==> config.mk <==
export PLATFORM = sky130hd
export DESIGN_NAME = tmr_host_port
export DESIGN_NICKNAME = d
export VERILOG_FILES = /design/src/rtl/tmr_host_pkg.sv /design/src/rtl/tmr_ctl_decode.sv /design/src/rtl/tmr_chan_port.sv /design/src/rtl/tmr_host_port.sv
export SDC_FILE = /design/constraint.sdc
export NUM_CORES = 1
export LEC_CHECK = 0
export BUFFER_PORTS_ARGS = -buffer_cell sky130_fd_sc_hd__buf_2
export CAP_MARGIN = 30
export CORE_ASPECT_RATIO = 1.75
export CORE_MARGIN = 4
export CORE_UTILIZATION = 47
export DETAILED_ROUTE_END_ITERATION = 7
export PLACE_DENSITY = 0.71
export SKIP_LAST_GASP = 1
export SLEW_MARGIN = 20
export SYNTH_ARGS = -nofsm -noshare
export SYNTH_HDL_FRONTEND = slang
export SYNTH_SLANG_ARGS = --single-unit
==> constraint.sdc <==
create_clock -name clk -period 3.3 [get_ports clk]
set_input_delay 0.66 -clock clk [delete_from_list [all_inputs] [get_ports clk]]
set_output_delay 0.66 -clock clk [all_outputs]
set_load 0.01 [all_outputs]
==> src/rtl/tmr_host_pkg.sv <==
package tmr_host_pkg;

    localparam int NUM_CH = 3;
    localparam int BYTE_W = 8;
    localparam int CNT_W  = 2 * BYTE_W;
    localparam int MODE_W = 3;
    localparam int ADDR_W = 2;

    typedef enum logic [1:0] {
        ACC_LATCH = 2'd0,
        ACC_LO    = 2'd1,
        ACC_HI    = 2'd2,
        ACC_WORD  = 2'd3
    } acc_e;

    typedef enum logic {
        SEQ_LO = 1'b0,
        SEQ_HI = 1'b1
    } seq_e;

    typedef enum logic [2:0] {
        CL_EMPTY   = 3'd0,
        CL_BYTE_LO = 3'd1,
        CL_BYTE_HI = 3'd2,
        CL_WORD_LO = 3'd3,
        CL_WORD_HI = 3'd4
    } clat_e;

    typedef struct packed {
        logic              prog;
        logic              latch_cnt;
        logic              latch_sts;
        acc_e              acc;
        logic [MODE_W-1:0] mode;
        logic              bcd;
    } chan_cmd_t;

endpackage

==> src/rtl/tmr_ctl_decode.sv <==
module tmr_ctl_decode
    import tmr_host_pkg::*;
(
    input  logic                         clk,
    input  logic                         rst_n,
    input  logic                         wr_ctl,
    input  logic [BYTE_W-1:0]            wdata,
    output chan_cmd_t [NUM_CH-1:0]       cmd
);

    logic is_readback;
    logic [NUM_CH-1:0] prog_vec;
    logic [NUM_CH-1:0] lat_vec;

    assign is_readback = (wdata[7:6] == 2'b11);

    for (genvar c = 0; c < NUM_CH; c++) begin : g_ch
        always_comb begin
            cmd[c]           = '0;
            cmd[c].acc       = acc_e'(wdata[5:4]);
            cmd[c].mode      = wdata[3:1];
            cmd[c].bcd       = wdata[0];
            if (wr_ctl) begin
                if (is_readback) begin
                    if (wdata[c+1]) begin
                        cmd[c].latch_cnt = !wdata[5];
                        cmd[c].latch_sts = !wdata[4];
                    end
                end else if (wdata[7:6] == c[1:0]) begin
                    if (wdata[5:4] == 2'b00) begin
                        cmd[c].latch_cnt = 1'b1;
                    end else begin
                        cmd[c].prog = 1'b1;
                    end
                end
            end
        end
        assign prog_vec[c] = cmd[c].prog;
        assign lat_vec[c]  = cmd[c].latch_cnt;
    end

    // Programming reaches at most one channel per control word
    assert_one_prog_R1: assert property (@(posedge clk) disable iff (!rst_n)
        $onehot0(prog_vec));

    // A read-back never reprograms any channel
    assert_rb_no_prog_R10: assert property (@(posedge clk) disable iff (!rst_n)
        (wr_ctl && is_readback) |-> (prog_vec == '0));

    // A plain counter-latch command touches a single channel
    assert_single_latch_R2: assert property (@(posedge clk) disable iff (!rst_n)
        (wr_ctl && !is_readback) |-> $onehot0(lat_vec));

endmodule

==> src/rtl/tmr_chan_port.sv <==
module tmr_chan_port
    import tmr_host_pkg::*;
(
    input  logic              clk,
    input  logic              rst_n,
    input  chan_cmd_t         cmd,
    input  logic              wr_hit,
    input  logic              rd_hit,
    input  logic [BYTE_W-1:0] wdata,
    input  logic [CNT_W-1:0]  live_cnt,
    input  logic              out_lvl,
    output logic [BYTE_W-1:0] rd_byte,
    output logic              load_stb,
    output logic [CNT_W-1:0]  load_val,
    output logic [MODE_W-1:0] mode,
    output logic              bcd
);

    // state registers
    acc_e              acc_q, acc_d;
    logic [MODE_W-1:0] mode_q, mode_d;
    logic              bcd_q, bcd_d;
    seq_e              wseq_q, wseq_d;
    seq_e              rseq_q, rseq_d;
    logic [BYTE_W-1:0] wlo_q, wlo_d;
    clat_e             clat_q, clat_d;
    logic [CNT_W-1:0]  cval_q, cval_d;
    logic              sts_vld_q, sts_vld_d;
    logic [BYTE_W-1:0] sts_q, sts_d;
    logic              ld_q, ld_d;
    logic [CNT_W-1:0]  ldv_q, ldv_d;

    // next-state process
    always_comb begin
        acc_d     = acc_q;
        mode_d    = mode_q;
        bcd_d     = bcd_q;
        wseq_d    = wseq_q;
        rseq_d    = rseq_q;
        wlo_d     = wlo_q;
        clat_d    = clat_q;
        cval_d    = cval_q;
        sts_vld_d = sts_vld_q;
        sts_d     = sts_q;
        ld_d      = 1'b0;
        ldv_d     = ldv_q;

        if (cmd.prog) begin
            acc_d  = cmd.acc;
            mode_d = cmd.mode;
            bcd_d  = cmd.bcd;
            wseq_d = SEQ_LO;
            rseq_d = SEQ_LO;
        end

        if (cmd.latch_cnt && clat_q == CL_EMPTY) begin
            cval_d = live_cnt;
            unique case (acc_q)
                ACC_HI:   clat_d = CL_BYTE_HI;
                ACC_WORD: clat_d = CL_WORD_LO;
                default:  clat_d = CL_BYTE_LO;
            endcase
        end

        if (cmd.latch_sts && !sts_vld_q) begin
            sts_d     = {out_lvl, 1'b0, acc_q, mode_q, bcd_q};
            sts_vld_d = 1'b1;
        end

        if (wr_hit) begin
            unique case (acc_q)
                ACC_HI: begin
                    ld_d  = 1'b1;
                    ldv_d = {wdata, {BYTE_W{1'b0}}};
                end
                ACC_WORD: begin
                    unique case (wseq_q)
                        SEQ_LO: begin
                            wlo_d  = wdata;
                            wseq_d = SEQ_HI;
                        end
                        SEQ_HI: begin
                            ld_d   = 1'b1;
                            ldv_d  = {wdata, wlo_q};
                            wseq_d = SEQ_LO;
                        end
                        default: wseq_d = SEQ_LO;
                    endcase
                end
                default: begin
                    ld_d  = 1'b1;
                    ldv_d = {{BYTE_W{1'b0}}, wdata};
                end
            endcase
        end

        if (rd_hit) begin
            if (sts_vld_q) begin
                sts_vld_d = 1'b0;
            end else begin
                unique case (clat_q)
                    CL_BYTE_LO: clat_d = CL_EMPTY;
                    CL_BYTE_HI: clat_d = CL_EMPTY;
                    CL_WORD_LO: clat_d = CL_WORD_HI;
                    CL_WORD_HI: clat_d = CL_EMPTY;
                    default: begin
                        if (acc_q == ACC_WORD) begin
                            rseq_d = (rseq_q == SEQ_LO) ? SEQ_HI : SEQ_LO;
                        end
                    end
                endcase
            end
        end
    end

    // state register process
    always_ff @(posedge clk) begin
        if (!rst_n) begin
            acc_q     <= ACC_WORD;
            mode_q    <= '0;
            bcd_q     <= 1'b0;
            wseq_q    <= SEQ_LO;
            rseq_q    <= SEQ_LO;
            wlo_q     <= '0;
            clat_q    <= CL_EMPTY;
            cval_q    <= '0;
            sts_vld_q <= 1'b0;
            sts_q     <= '0;
            ld_q      <= 1'b0;
            ldv_q     <= '0;
        end else begin
            acc_q     <= acc_d;
            mode_q    <= mode_d;
            bcd_q     <= bcd_d;
            wseq_q    <= wseq_d;
            rseq_q    <= rseq_d;
            wlo_q     <= wlo_d;
            clat_q    <= clat_d;
            cval_q    <= cval_d;
            sts_vld_q <= sts_vld_d;
            sts_q     <= sts_d;
            ld_q      <= ld_d;
            ldv_q     <= ldv_d;
        end
    end

    // output process
    always_comb begin
        if (sts_vld_q) begin
            rd_byte = sts_q;
        end else begin
            unique case (clat_q)
                CL_BYTE_LO, CL_WORD_LO: rd_byte = cval_q[BYTE_W-1:0];
                CL_BYTE_HI, CL_WORD_HI: rd_byte = cval_q[CNT_W-1:BYTE_W];
                default: begin
                    if (acc_q == ACC_HI || (acc_q == ACC_WORD && rseq_q == SEQ_HI)) begin
                        rd_byte = live_cnt[CNT_W-1:BYTE_W];
                    end else begin
                        rd_byte = live_cnt[BYTE_W-1:0];
                    end
                end
            endcase
        end
    end

    assign load_stb = ld_q;
    assign load_val = ldv_q;
    assign mode     = mode_q;
    assign bcd      = bcd_q;

    // A load strobe only follows a data write
    assert_load_from_write_R3: assert property (@(posedge clk) disable iff (!rst_n)
        load_stb |-> $past(wr_hit));

    // A counter-latch command leaves configuration untouched
    assert_latch_keeps_cfg_R2: assert property (@(posedge clk) disable iff (!rst_n)
        cmd.latch_cnt |=> ($stable(mode_q) && $stable(acc_q) && $stable(bcd_q)));

    // A held count is not replaced while no read consumes it
    assert_count_held_R8: assert property (@(posedge clk) disable iff (!rst_n)
        (clat_q != CL_EMPTY && !rd_hit) |=> $stable(cval_q));

    // A held status is not replaced while no read consumes it
    assert_status_held_R8: assert property (@(posedge clk) disable iff (!rst_n)
        (sts_vld_q && !rd_hit) |=> ($stable(sts_q) && sts_vld_q));

    // Word-mode latch needs a second read before release
    assert_word_release_R9: assert property (@(posedge clk) disable iff (!rst_n)
        (clat_q == CL_WORD_LO && rd_hit && !sts_vld_q) |=> (clat_q == CL_WORD_HI));

    // A status read clears status and leaves the count latch alone
    assert_status_first_R12: assert property (@(posedge clk) disable iff (!rst_n)
        (sts_vld_q && rd_hit) |=> (!sts_vld_q && $stable(clat_q)));

endmodule

==> src/rtl/tmr_host_port.sv <==
module tmr_host_port
    import tmr_host_pkg::*;
(
    input  logic                       clk,
    input  logic                       rst_n,
    input  logic                       wr_en,
    input  logic                       rd_en,
    input  logic [ADDR_W-1:0]          addr,
    input  logic [BYTE_W-1:0]          wdata,
    output logic [BYTE_W-1:0]          rdata,
    output logic [NUM_CH-1:0]          load_stb,
    output logic [NUM_CH*CNT_W-1:0]    load_val,
    output logic [NUM_CH*MODE_W-1:0]   chan_mode,
    output logic [NUM_CH-1:0]          chan_bcd,
    input  logic [NUM_CH*CNT_W-1:0]    live_cnt,
    input  logic [NUM_CH-1:0]          out_lvl
);

    localparam logic [ADDR_W-1:0] CTL_ADDR = ADDR_W'(NUM_CH);

    chan_cmd_t [NUM_CH-1:0] cmd;
    logic [BYTE_W-1:0]      rd_byte [NUM_CH];
    logic                   wr_ctl;
    logic                   rd_any;
    logic [BYTE_W-1:0]      rsel;
    logic [BYTE_W-1:0]      rdata_q;

    assign wr_ctl = wr_en && (addr == CTL_ADDR);
    assign rd_any = rd_en && !wr_en;

    tmr_ctl_decode u_dec (
        .clk    (clk),
        .rst_n  (rst_n),
        .wr_ctl (wr_ctl),
        .wdata  (wdata),
        .cmd    (cmd)
    );

    for (genvar c = 0; c < NUM_CH; c++) begin : g_chan
        tmr_chan_port u_chan (
            .clk      (clk),
            .rst_n    (rst_n),
            .cmd      (cmd[c]),
            .wr_hit   (wr_en && addr == ADDR_W'(c)),
            .rd_hit   (rd_any && addr == ADDR_W'(c)),
            .wdata    (wdata),
            .live_cnt (live_cnt[c*CNT_W +: CNT_W]),
            .out_lvl  (out_lvl[c]),
            .rd_byte  (rd_byte[c]),
            .load_stb (load_stb[c]),
            .load_val (load_val[c*CNT_W +: CNT_W]),
            .mode     (chan_mode[c*MODE_W +: MODE_W]),
            .bcd      (chan_bcd[c])
        );
    end

    always_comb begin
        rsel = '0;
        for (int c = 0; c < NUM_CH; c++) begin
            if (addr == ADDR_W'(c)) rsel = rd_byte[c];
        end
    end

    always_ff @(posedge clk) begin
        if (!rst_n) begin
            rdata_q <= '0;
        end else if (rd_any) begin
            rdata_q <= rsel;
        end
    end

    assign rdata = rdata_q;

    // Control-port reads return zero
    assert_ctl_read_zero_R13: assert property (@(posedge clk) disable iff (!rst_n)
        (rd_any && addr == CTL_ADDR) |=> (rdata == '0));

    // At most one channel loads per cycle
    assert_one_load_R3: assert property (@(posedge clk) disable iff (!rst_n)
        $onehot0(load_stb));

endmodule

==> results.md, run 1 <==
* Post-CTS Resized at 0
* Final setup fails at 0
* Status: complete, no violations
* Initial antenna violation count at 0
* Fin crit period at 2.32 ns
* Area of the core at 0.0185 mm^2
* Die Area at 0.0211 mm^2
* Startpoint types: flip-flop
* Int Pwr at 0.00360 W
* Nets at 1116
* CTS Sinks at 188
* Initial DRC Count at 372
* Io pins at 136
* Cell with the most instances after synthesis: dfxtp_1
* Tcrit/Tclk final at 70.2%
* Setup WS pre-CTS at 0.782 ns
* CP delay by family, top: simple AND/OR/NAND/NOR gates
* Vias at 7490
* Finished Layout Cells at 1302
* Wire length per cell at 19.4 um
* Initial Util at 47.6%
* CP Capture Type: flip-flop
* Skew-Pair Late Insertion Delay at 0.44 ns
* Post-CTS setup buffer count at 0
* Clock Skew at 0.0109 ns
* Placed cells at 1270
* CTS buffer count at 17
* Fmax at 0.432 GHz
* Via/cell ratio at 5.75
* Worst Hold Slack at 0.448 ns
* Max clock buf depth at 2
* Rel. slew slack at 43.2%
* Setup_tns at 0 ns
* Setup slack after layout at 0.983 ns
* WL final at 25200 um
* Worst EP required at 3.65 ns
* CP peak stage delay at 0.67 ns
* DPL Wire Length at 18200 um
* Clock power frac at 43.8%
* Max IR drop VDD at 0.000409 V
* Post-synth EDFFs at 0
* Final hold vios at 0
* Pwr/cell area at 475 mW/mm^2
* DIE HEIGHT at 189 um
* CP Cell Sequence: and2_1 > nand3_1 > nor2_2 > nand2_1 > a21boi_0
* Async SR Flop Fraction at 0%
* Slowest cell on crit path: dfxtp_1
* Final number of max-transition violations at 0
* Synthesized instance count at 962
* CTS tree: done
* Crit path DAT at 2.67 ns
* Sw frac at 25.3%
* Layout cells sized above 1 at 19.2%
* CTS root buffer: clkbuf_16
* Post-DRT Antenna Nets at 0
* Post-Syn Nets at 1027
* Crit path buf inv count at 0
* PortBufs at 135
* Hold bufs inserted after CTS at 0
* Top post-synthesis cells by area: dfxtp_1, mux2i_1, nor2b_1
* CTS clk-pin slew, worst paths at 0.07 ns
* Seq/Total Area, Yosys at 42.7%
* Leakage power at 3.88 nW
* Synth warn at 0
* DRT Pass-1 Iters at 5
* Antenna Cells at 0
* Commonest cells post-synth: dfxtp_1, nand2_1, nor2b_1
* First-pass GRT wire length at 39300 um
* GP Congestion at 0.882
* Main synth FF type: dfxtp_1
* Row cnt at 66
* Die width at 111 um
* Pin count of the biggest net entering global routing at 54
* Leading area contributor after synthesis: dfxtp_1
* Avg Cell Area, Syn at 9.16 um^2
* Yosys top cell area share at 42.7%
* Fillers at 1761
* Area growth from synthesis to layout at 15.1%
* Post-Syn Area at 0.00881 mm^2
* Vias in the first global route at 7319
* Cell variety after synth at 55
* Hold crit path type: reg2reg
* RSZ-0062 raised after global routing: no
* Global route total overflow at 0
* Max_cap viols at 0
* GRT Total Usage at 23.6%
* Crit path max fanout at 15
* Drc violations at 0
* H-tree level count at 4
* Flop pwr share at 48.4%
* Synth Register Bits at 188
* Gate power share at 7.8%
* Worst-margin pin slew at 0.849 ns
* Kind of critical path: reg2reg
* Sw power at 0.00122 W
-- cell type report --
cell class	count	area [um^2]	area share [%]
Tap cell	238	298	2.94
Clock buffer	17	425	4.19
Inverter	10	37.5	0.370
Multi-Input combinational cell	679	4610	45.5
Sequential cell	188	3760	37.1
Timing Repair Buffer	155	828	8.17
Clock inverter	15	176	1.74
-- worst paths after layout --
kind                                    start                     endpoint  slack, ns  cells past startpoint
setup / recovery    g_chan[2].u_chan.acc_q[1]    g_chan[2].u_chan.wlo_q[0]       0.98                      5
setup reg to reg    g_chan[2].u_chan.acc_q[1]    g_chan[2].u_chan.wlo_q[0]       0.98                      5
hold / removal    g_chan[0].u_chan.cval_q[15]  g_chan[0].u_chan.cval_q[15]       0.45                      2
hold reg to reg   g_chan[0].u_chan.cval_q[15]  g_chan[0].u_chan.cval_q[15]       0.45                      2
-- cells by family after synthesis --
| logic type | synth area share (%) |
|---|---|
| buf+inv | 5.13 |
| mux | 10.5 |
| xor+xnor | 0.497 |
| simple gates | 21.7 |
| flops | 42.7 |
| compound gates | 19.5 |
-- cells in the final DEF, fill, tap and decap left out, drive strengths merged, types with 4 or more instances in the layout --
master / synthesis / final
o211ai: 7 / 7
nor2: 41 / 41
nand3: 28 / 28
inv: 7 / 15
a31oi: 16 / 16
nand2: 95 / 95
nor3b: 25 / 25
o2111ai: 7 / 7
and2: 8 / 8
clkinvlp: 0 / 4
nand2b: 21 / 21
a221o: 7 / 7
mux2i: 92 / 92
nor4: 4 / 4
a221oi: 36 / 36
xor2: 4 / 4
nor2b: 94 / 94
o211a: 5 / 5
o21ai: 54 / 54
dfxtp: 188 / 188
a21boi: 66 / 66
a21oi: 11 / 11
clkbuf: 43 / 17
and3: 12 / 12
o22ai: 7 / 7
o21a: 7 / 7
buf: 42 / 155
clkinv: 3 / 4
o221a: 7 / 7
-- registers in the layout, indices dropped and copies added (netlist names), 6 cells and up --
name and flops:
g_chan.u_chan.sts_q 21, g_chan.u_chan.acc_q 6, g_chan.u_chan.wlo_q 24, rdata 8
g_chan.u_chan.load_val 48, g_chan.u_chan.mode 9, g_chan.u_chan.clat_q 9, g_chan.u_chan.cval_q 48
-- routing by layer --
metal	global-route usage, %	wire (um)	part of all wire, %	up-vias
li1	-	-	-	3602
met1	26.2	9840	39	3610
met2	42.1	13100	52	224
met3	4.48	1030	4.1	54
met4	13.1	1260	5.0	0
met5	0	0	0	-
-- stage by stage --
| step | power, W | area [um^2] | utilization [%] |
|---|---|---|---|
| after floorplan | 0.00261 | 8810 | - |
| after global placement | 0.00275 | 9530 | 51.5 |
| after detailed placement | 0.00276 | 9540 | 51.6 |
| after CTS | 0.00485 | 10100 | 54.8 |
| after global routing | 0.00497 | 10100 | 54.8 |
| final | 0.00482 | 10100 | 54.8 |
-- power by group through the flow --
stage               Combinational, W  Sequential (W)  Clock [W]
floorplan                   0.000228         0.00238          0
global placement            0.000372         0.00238          0
detailed placement          0.000376         0.00238          0
CTS                         0.000377         0.00233    0.00214
global route                0.000406         0.00234    0.00223
finish                      0.000377         0.00233    0.00211
-- worst reg2reg max path, stage by stage (launching register included) --
cell	delay [ns]
dfxtp_1	0.67
and2_1	0.46
nand3_1	0.40
nor2_2	0.44
nand2_1	0.09
a21boi_0	0.17
(Power assumes the default switching activity.)
==> inputs of run 2 (changes only) <==
- ABC_AREA: unset -> 1
- clock period: 3.3 -> 2.22 ns (I/O delays scaled with it)
==> run 2 against run 1 <==
Maximum frequency increased by 31%. Sequential power grew 50%. Sequential cell count unchanged. Routed wire length shrank 1.7%. Final cell count grew 20%. First-iteration DRC count rose by 24%. Power rose by 51%. Sequential share of layout area is 0.85 points higher. Combinational power grew 70%. Synthesized cell count rose by 25%. Worst hold slack worse by 0.18 ns. Clock-buffer cell count is 1 higher. Critical endpoint is now rdata[5]. Highest routed layer unchanged.
==> results.md, run 2 <==
* Synthesized instance count at 1199 (+25%)
* CTS buffer count at 17 (unchanged)
* Most common cell after layout, fill and taps aside: nand2_1
* Hold path depth at 3 (+1)
* Hold Path Origin: live_cnt[42]
* Worst EP required at 2.55 ns (-1.10 ns)
* CP Cell Sequence: inv_1 > nor2_2 > inv_1 > nand2_1 > clkinv_1 > nand2_1 > nand2_1 > nand2_1 > nand2_1 > nor2_1 > nor2_1
* Leading area contributor after synthesis: dfxtp_1
* Layout cells sized above 1 at 17.4% (-1.8 points)
* Pin count of the biggest net entering global routing at 105 (+94%)
* Drc violations at 0 (unchanged)
* Final setup fails at 0 (unchanged)
* Die width at 109 um (-1.8%)
* Critical Path Source: g_chan[2].u_chan.clat_q[0]
* Commonest cells post-synth: nand2_1, dfxtp_1, o21ai_0
* Most used cell, CP: nand2_1
* Synth Register Bits at 188 (unchanged)
* CP peak stage delay at 0.33 ns (-0.34 ns)
* Cell variety after synth at 31 (-44%)
* Final hold vios at 0 (unchanged)
* Fillers at 1726 (-2.0%)
* Leakage power at 4.55 nW (+17%)
* Cell with the most instances after synthesis: nand2_1
* CTS tree: done
* Wire length per cell at 15.9 um (-18%)
* Crit path max fanout at 11 (-4)
* GP Congestion at 0.869 (-1.5%)
* PortBufs at 135 (unchanged)
* CTS root buffer: clkbuf_16
* Fmax at 0.563 GHz (+31%)
* Crit path buf inv count at 3 (+3)
* Setup slack after layout at 0.445 ns (-0.539 ns)
* Worst r2r dst: rdata[5]
* Top post-synthesis cells by area: dfxtp_1, nand2_1, o21ai_0
* Main synth FF type: dfxtp_1
* First-pass GRT wire length at 39100 um (-0.58%)
* DRT Pass-1 Iters at 6 (+1)
* Vias at 8235 (+9.9%)
* Area growth from synthesis to layout at 17.1%
* Global route total overflow at 0 (unchanged)
* Post-CTS setup buffer count at 0 (unchanged)
* Post-Syn Nets at 1264 (+23%)
* Worst Hold Slack at 0.264 ns (-0.184 ns)
* CTS clk-pin slew, worst paths at 0.08 ns (about the same)
* Max clock buf depth at 2 (unchanged)
* Max_cap viols at 0 (unchanged)
* Min-Delay Endpoint: g_chan[2].u_chan.cval_q[10]
* GRT Total Usage at 24.6% (+0.97 points)
* Area of the core at 0.0176 mm^2 (-4.8%)
* Yosys top cell area share at 44.5% (+1.7 points)
* Post-synth EDFFs at 0 (unchanged)
* Post-DRT Antenna Nets at 0 (unchanged)
* Slowest cell on crit path: dfxtp_1
* Skew-Pair Late Insertion Delay at 0.44 ns (about the same)
* Initial Util at 48.1% (+0.43 points)
* Pwr/cell area at 736 mW/mm^2 (+55%)
* Tcrit/Tclk final at 80.0% (+9.8 points)
* CP delay by family, top: simple AND/OR/NAND/NOR gates
* Highest-count cells in the layout ignoring fill and taps: nand2_1, dfxtp_1, o21ai_0, buf_2, nor2_1
* Nets at 1384 (+24%)
* Vias in the first global route at 7641 (+4.4%)
* Kind of critical path: reg2reg
* RSZ-0062 raised after global routing: no
* Crit path DAT at 2.11 ns (-0.56 ns)
* Post-CTS Resized at 0 (unchanged)
* Async SR Flop Fraction at 0% (unchanged)
* Initial antenna violation count at 0 (unchanged)
* Die Area at 0.0203 mm^2 (-3.7%)
* DPL Wire Length at 17900 um (-1.8%)
* Post-Syn Area at 0.00847 mm^2 (-3.9%)
* WL final at 24800 um (-1.7%)
* Final number of max-transition violations at 0 (unchanged)
* Hold crit path type: in2reg
* Worst r2r src: g_chan[2].u_chan.clat_q[0]
* Antenna Cells at 0 (unchanged)
* CP Capture Type: flip-flop
* Fin crit period at 1.78 ns (-0.541 ns)
* Initial DRC Count at 461 (+24%)
* Setup_tns at 0 ns (unchanged)
* Setup WS pre-CTS at 0.192 ns (-0.590 ns)
* Via/cell ratio at 5.27 (-8.4%)
* H-tree level count at 4 (unchanged)
* Seq/Total Area, Yosys at 44.5% (+1.7 points)
* Worst-margin pin slew at 0.804 ns (-0.0447 ns)
* Io pins at 136 (unchanged)
* Max IR drop VDD at 0.000506 V (+24%)
* Rel. slew slack at 46.3% (+3.1 points)
* R2R cell count at 11 (+6)
* Row cnt at 64 (-3.0%)
* Status: complete, no violations
* Avg Cell Area, Syn at 7.06 um^2 (-23%)
* CTS Sinks at 188 (unchanged)
* Clock Skew at 0.0131 ns (+0.00220 ns)
* Synth warn at 0 (unchanged)
* Flop2flop setup slack at 0.44 ns (-0.54 ns)
* DIE HEIGHT at 186 um (-1.9%)
* Hold bufs inserted after CTS at 0 (unchanged)
* Startpoint types: flip-flop
[run 2: cell type report]
cell class	instances	area (um^2)	share of cell area [%]
multi-input combinational	823	3890	39.2
sequential	188	3760	38.0
timing repair buffer	159	871	8.78
inverter	130	490	4.95
clock buffer	18	439	4.43
tap	231	289	2.92
clock inverter	14	171	1.73
[run 2: per-layer routing]
metal | wire (um) | GRT usage, % | up-vias
li1 | - | - | 4184
met1 | 9910 | 29.1 | 3721
met2 | 12500 | 43.1 | 271
met3 | 1450 | 4.30 | 59
met4 | 923 | 10.5 | 0
met5 | 0 | 0 | -
[run 2: how the worst max path moves through the flow]
stage / endpoint / slack, ns / cells after the start
CTS: rdata[5] / 0.46 / 11
finish: rdata[5] / 0.44 / 11
detailed placement: g_chan[2].u_chan.rseq_q / 0.19 / 8
global placement: g_chan[1].u_chan.cval_q[8] / 0.25 / 7
floorplan: g_chan[0].u_chan.cval_q[10] / 0.70 / 8
global route: rdata[6] / 0.22 / 11
[run 2: worst min-delay path, cell delays in order]
cell     delay, ns
buf_2         0.09
inv_1         0.05
a21oi_1       0.06
[run 2: logic make-up (layout without fill, tap and decap cells)]
| logic type | after synthesis | count (layout) | share of synthesized area (%) |
|---|---|---|---|
| AO/OA/AOI/OAI | 317 | 317 | 20.4 |
| buffers and inverters | 188 | 321 | 9.59 |
| flip-flops | 188 | 188 | 44.5 |
| AND/OR/NAND/NOR | 506 | 506 | 25.5 |
[run 2: power breakdown]
group	leakage (nW)	switching, W	total [W]	internal (W)
clock network	0.298	0.00143	0.00317	0.00174
registers	1.52	0.0000420	0.00349	0.00344
logic	2.73	0.000428	0.000640	0.000212
total	4.55	0.00190	0.00730	0.00539
[run 2: stage by stage]
stage | std cells | area, um^2 | utilization [%] | total power, W
after floorplan | 1199 | 8470 | - | 0.00394
after global placement | 1531 | 9300 | 52.8 | 0.00420
after detailed placement | 1531 | 9300 | 52.8 | 0.00420
after CTS | 1563 | 9910 | 56.3 | 0.00733
after global routing | 1563 | 9910 | 56.3 | 0.00755
final | 1563 | 9910 | 56.3 | 0.00730
